===== src/rtl/can_rx_overflow_guard.sv =====
module can_rx_overflow_guard #(
  parameter int MAX_BYTES = 8,
  parameter int DEPTH = 4,
  localparam int BW = $clog2(MAX_BYTES),
  localparam int SW = $clog2(DEPTH),
  localparam int AW = SW + BW
) (
  input  logic          clk,
  input  logic          rst_n,
  input  logic          rx_sof,
  input  logic          rx_arb_end,
  input  logic          rx_crc_start,
  input  logic          rx_eof7,
  input  logic          rx_err,
  input  logic          rx_byte_vld,
  input  logic [7:0]    rx_byte,
  output logic          ram_wvalid,
  input  logic          ram_wready,
  output logic [AW-1:0] ram_waddr,
  output logic [7:0]    ram_wdata,
  input  logic          fifo_pop,
  output logic [SW:0]   fifo_count,
  output logic [SW-1:0] fifo_rd_slot,
  output logic          full_drop,
  input  logic          serr_wr,
  input  logic          serr_wdata,
  output logic          serr_flag,
  output logic [6:0]    int_code
);
  localparam logic [6:0] SERR_CODE = 7'b1000101;
  localparam logic [BW:0] LEN_MAX = (BW+1)'(MAX_BYTES);
  localparam logic [SW:0] CNT_FULL = (SW+1)'(DEPTH);

  logic [7:0]    stage [MAX_BYTES];
  logic [7:0]    save  [MAX_BYTES];
  logic [BW:0]   st_len, sv_len, sv_idx;
  logic          rx_skip, sv_act, sv_eof;
  logic [SW-1:0] wptr, rptr;
  logic [SW:0]   cnt;

  wire full    = (cnt == CNT_FULL);
  wire late    = sv_act && (rx_arb_end || rx_crc_start) && !rx_skip;
  wire handoff = rx_crc_start && !rx_skip && !sv_act && !rx_err;
  wire commit  = sv_act && sv_eof && (sv_idx == sv_len);
  wire abort   = rx_err && sv_act && !sv_eof;
  wire eof_hit = rx_eof7 && sv_act && !sv_eof && !rx_err;
  wire pop     = fifo_pop && (cnt != '0);

  assign ram_wvalid   = sv_act && (sv_idx < sv_len) && (sv_eof || !full);
  assign ram_waddr    = {wptr, sv_idx[BW-1:0]};
  assign ram_wdata    = save[sv_idx[BW-1:0]];
  assign fifo_count   = cnt;
  assign fifo_rd_slot = rptr;
  assign int_code     = serr_flag ? SERR_CODE : 7'b0000000;

  always_ff @(posedge clk) begin
    if (rx_byte_vld && !rx_sof && !rx_skip && st_len < LEN_MAX)
      stage[st_len[BW-1:0]] <= rx_byte;
    if (handoff)
      for (int i = 0; i < MAX_BYTES; i++) save[i] <= stage[i];
  end

  always_ff @(posedge clk or negedge rst_n) begin
    if (!rst_n) begin
      st_len  <= '0;
      rx_skip <= 1'b0;
    end else if (rx_sof) begin
      st_len  <= '0;
      rx_skip <= 1'b0;
    end else begin
      if (rx_byte_vld && !rx_skip && st_len < LEN_MAX) st_len <= st_len + 1'b1;
      if (late || rx_err) rx_skip <= 1'b1;
    end
  end

  always_ff @(posedge clk or negedge rst_n) begin
    if (!rst_n) begin
      sv_act    <= 1'b0;
      sv_eof    <= 1'b0;
      sv_len    <= '0;
      sv_idx    <= '0;
      full_drop <= 1'b0;
    end else begin
      full_drop <= eof_hit && full;
      if (ram_wvalid && ram_wready) sv_idx <= sv_idx + 1'b1;
      if (handoff) begin
        sv_act <= 1'b1;
        sv_eof <= 1'b0;
        sv_len <= st_len;
        sv_idx <= '0;
      end else if (abort) begin
        sv_act <= 1'b0;
      end else if (eof_hit) begin
        if (full) sv_act <= 1'b0;
        else      sv_eof <= 1'b1;
      end else if (commit) begin
        sv_act <= 1'b0;
      end
    end
  end

  always_ff @(posedge clk or negedge rst_n) begin
    if (!rst_n) begin
      wptr <= '0;
      rptr <= '0;
      cnt  <= '0;
    end else begin
      wptr <= wptr + SW'(commit);
      rptr <= rptr + SW'(pop);
      cnt  <= cnt + (SW+1)'(commit) - (SW+1)'(pop);
    end
  end

  always_ff @(posedge clk or negedge rst_n) begin
    if (!rst_n)                      serr_flag <= 1'b0;
    else if (late)                   serr_flag <= 1'b1;
    else if (serr_wr && !serr_wdata) serr_flag <= 1'b0;
  end
endmodule


===== config.mk =====
export PLATFORM = sky130hd
export DESIGN_NAME = can_rx_overflow_guard
export DESIGN_NICKNAME = d
export VERILOG_FILES = /design/src/rtl/can_rx_overflow_guard.sv
export SDC_FILE = /design/constraint.sdc
export NUM_CORES = 1
export LEC_CHECK = 0
export BUFFER_PORTS_ARGS = -buffer_cell sky130_fd_sc_hd__buf_4
export CORE_MARGIN = 3
export CORE_UTILIZATION = 30
export DETAILED_ROUTE_END_ITERATION = 16
export PLACE_DENSITY = 0.47
export SYNTH_ARGS = -nofsm -noshare
export SYNTH_HDL_FRONTEND = slang
export SYNTH_SLANG_ARGS = --single-unit
export TNS_END_PERCENT = 10

===== constraint.sdc =====
create_clock -name clk -period 5.7 [get_ports clk]
set_input_delay 0 -clock clk [delete_from_list [all_inputs] [get_ports clk]]
set_output_delay 0 -clock clk [all_outputs]
set_load 0.005 [all_outputs]

==> flow_summary.toml <==
[timing]
setup_viol = 0
hold_slack_ns = 0.0266
min_period_over_period = 0.471
fmax_mhz = 372
grt_setup_unrepaired = "false"
maxSlewHeadroom = 0.352
finalSetupTns_ns = 0
layout_setup_ws_ns = 3.01
finalHoldViolCount = 0
fin_worst_skew_ns = 0.0169
slew_viol_final = 0
fin_crit_ns = 2.69
tightest_slew_ns = 0.968

[routing]
met2_length_mm = 5.01
drtIter0Drc = 102
wl_mm = 9.99
postRouteAntennaNets = 0
post_drt_wl_per_cell_um = 16.6
top_layer_used = "met4"
dr_wl_met3_um = 324
route.detailed.drc = 0
wl_met1_mm = 4.46
vias = 2670
routed_via_density = 4.43
drtPass1Iterations = 4

[status]
outcome = "completed"

[final_layout]
num-fill-cells = 1693
seqCellArea_sq_um = 4440
nets = 390
drive_above_1_share = 0.294
antenna_cells = 0
layoutNonFillerInstCount = 603
multiInputGateArea_sq_um = 1060
area_growth_syn_to_layout_pct = 23.1

[synthesis]
yosysSeqAreaShare = 0.784
synth_area_per_cell_sq_um = 19.8
synth.yosys.warnings = 0
synth_top_area_frac = 0.678
synth_cell_types = 38
syn_inst = 286
synth_area_leader_cell = "edfxtp_1"
synthTopCellsByArea = "edfxtp_1 (68%), dfrtp_1 (11%), mux4_2 (6.4%)"
netlist_area_sq_um = 5670
ys_ff_latch = 152

[die]
fp.dieH_um = 143
die_w_um = 143
core_area_sq_um = 18300
die_area_sq_um = 20600
io_pins = 48
rows = 49
start_util = 0.310

[clock_tree]
clock-root-buffer = "clkbuf_16"
cts_max_path_buffers = 2
cts_num_sinks = 152
cts.clk_slew.worst_paths_ns = 0.06
htree_levels = 4
post_cts_resized = 0
postCtsHoldBufs = 20
cts-buffers-inserted = 17
cts_setup_buffers = 0
cts_tree = "built"
insertion_delay_ns = 0.42

[setup_path]
worstReg2RegStart = "sv_idx[2]"
max_stage_delay_ns = 0.66
setup.worst_path.start_class = "flop"
cp-end-kind = "flop"
path_class = "reg2reg"
path_cells = "ha_1 > nand2_1 > nor2_1 > or2_2 > nand2_1 > ha_1 > fa_1 > xor2_1 > xnor2_1"
cp_max_fo = 13
cp.arrival_ns = 2.99
reg2reg_depth = 9
slowest_stage = "dfrtp_1"
crit_path_start = "sv_idx[2]"
critPathRequiredTime_ns = 6.00

[power]
p_leak_nw = 2.47
ir_worst_vdd_mv = 0.228
power.total_mw = 2.93
cellPowerDensity_nw_per_um2 = 421

[placed_design]
dp_slack_ns = 2.98
placedCellCount = 551
portBuffers = 43
hpwl_mm = 6.01
gp_congestion = 0.753

[global_routing]
grt_max_degree = 42
grt_pass1_wl_mm = 15.9
grt-ovfl-total = 0
antenna_found_initial = 0
grt_use_total = 0.108
grt_pass1_vias = 2836

[run]
maxCapViolations = 0

[worst_hold_path]
hold_path_class = "in2async"
==> per-layer routing <==
layer,vias to the layer above,track usage
met5,-,0
met4,0,0.0520
met3,12,0.0280
met2,48,0.173
met1,1363,0.136
li1,1247,-
==> logic make-up (layout without fill, tap and decap cells) <==
logic type               after synthesis  after routing  synth area share
AND/OR/NAND/NOR                       45             45            0.0444
AO/OA/AOI/OAI                         18             18            0.0214
multiplexers                          28             28            0.0872
buffers and inverters                 26            111            0.0305
flip-flops                           152            152             0.784
XOR/XNOR                               7              7            0.0108
adder cells (fa/ha/maj)                9              9            0.0212
other                                  1              4          0.000661
==> area by class of cell <==
cell class,instances,area share
well taps,229,0.0411
multi-input cells,111,0.152
clock inverters,14,0.0212
repair buffers,69,0.0814
inverters,10,0.00538
clock buffers,18,0.0615
flip-flops and latches,152,0.637
==> sequential cells by signal, indices dropped and copies added (netlist names), 2 cells and up <==
register / flops
save: 64
stage: 64
st_len: 4
sv_idx: 4
sv_len: 4
fifo_count: 3
fifo_rd_slot: 2
wptr: 2
==> where the power goes <==
| group | leakage [nW] | switching [mW] | internal (mW) |
|---|---|---|---|
| clock | 0.278 | 0.433 | 0.648 |
| sequential | 1.48 | 0.0579 | 1.29 |
| combinational | 0.717 | 0.230 | 0.279 |
| total | 2.47 | 0.721 | 2.21 |
==> through the flow <==
step / instance area, sq um / utilization
finish: 6980 / 0.382
CTS: 6980 / 0.382
detailed placement: 6200 / 0.339
global route: 6980 / 0.382
floorplan: 5680 / -
global placement: 6200 / 0.339
==> worst max-delay path: cells and delay by family, from the launching register on <==
kind,cells,cell delay (ns)
adder cells (fa/ha/maj),3,0.98
flip-flops,1,0.66
AND/OR/NAND/NOR,4,0.64
XOR/XNOR,2,0.29
==> synthesized netlist by cell type, drive strengths merged <==
master  instances
edfxtp        128
dfrtp          24
mux4           16
nor2           15
buf            13
nand2          12
mux2           11
inv            10
ha              8
o21ai           7
a21oi           4
o31ai           4
xnor2           4
clkbuf          3
nor3            3
xor2            3
nand2b          2
nand3b          2
nand4           2
nor3b           2
or4             2
and2b           1
conb            1
fa              1
mux2i           1
nand4b          1
o211a           1
o22ai           1
o311ai          1
or2             1
or2b            1
or4b            1
==> final timing paths <==
check | to | slack [ns]
worst max-delay path | fifo_count[2] | 3.01
worst min-delay path | fifo_rd_slot[1] | 0.03
worst max register to register | fifo_count[2] | 3.01
worst min register to register | save[2][3] | 0.41
max in group asynchronous | st_len[2] | 5.42
min in group clk | st_len[0] | 0.12
==> cell usage in the layout (no fill, tap or decap), types with 9 or more instances in the layout <==
cell type        n
mux4_2          16
inv_1            9
nor2_1          15
dlygate4sd3_1   20
edfxtp_1       128
dfrtp_1         24
mux2_2           9
nand2_1         12
buf_4           49
clkbuf_16       17
Note: power is estimated with default switching activity, not from simulation.
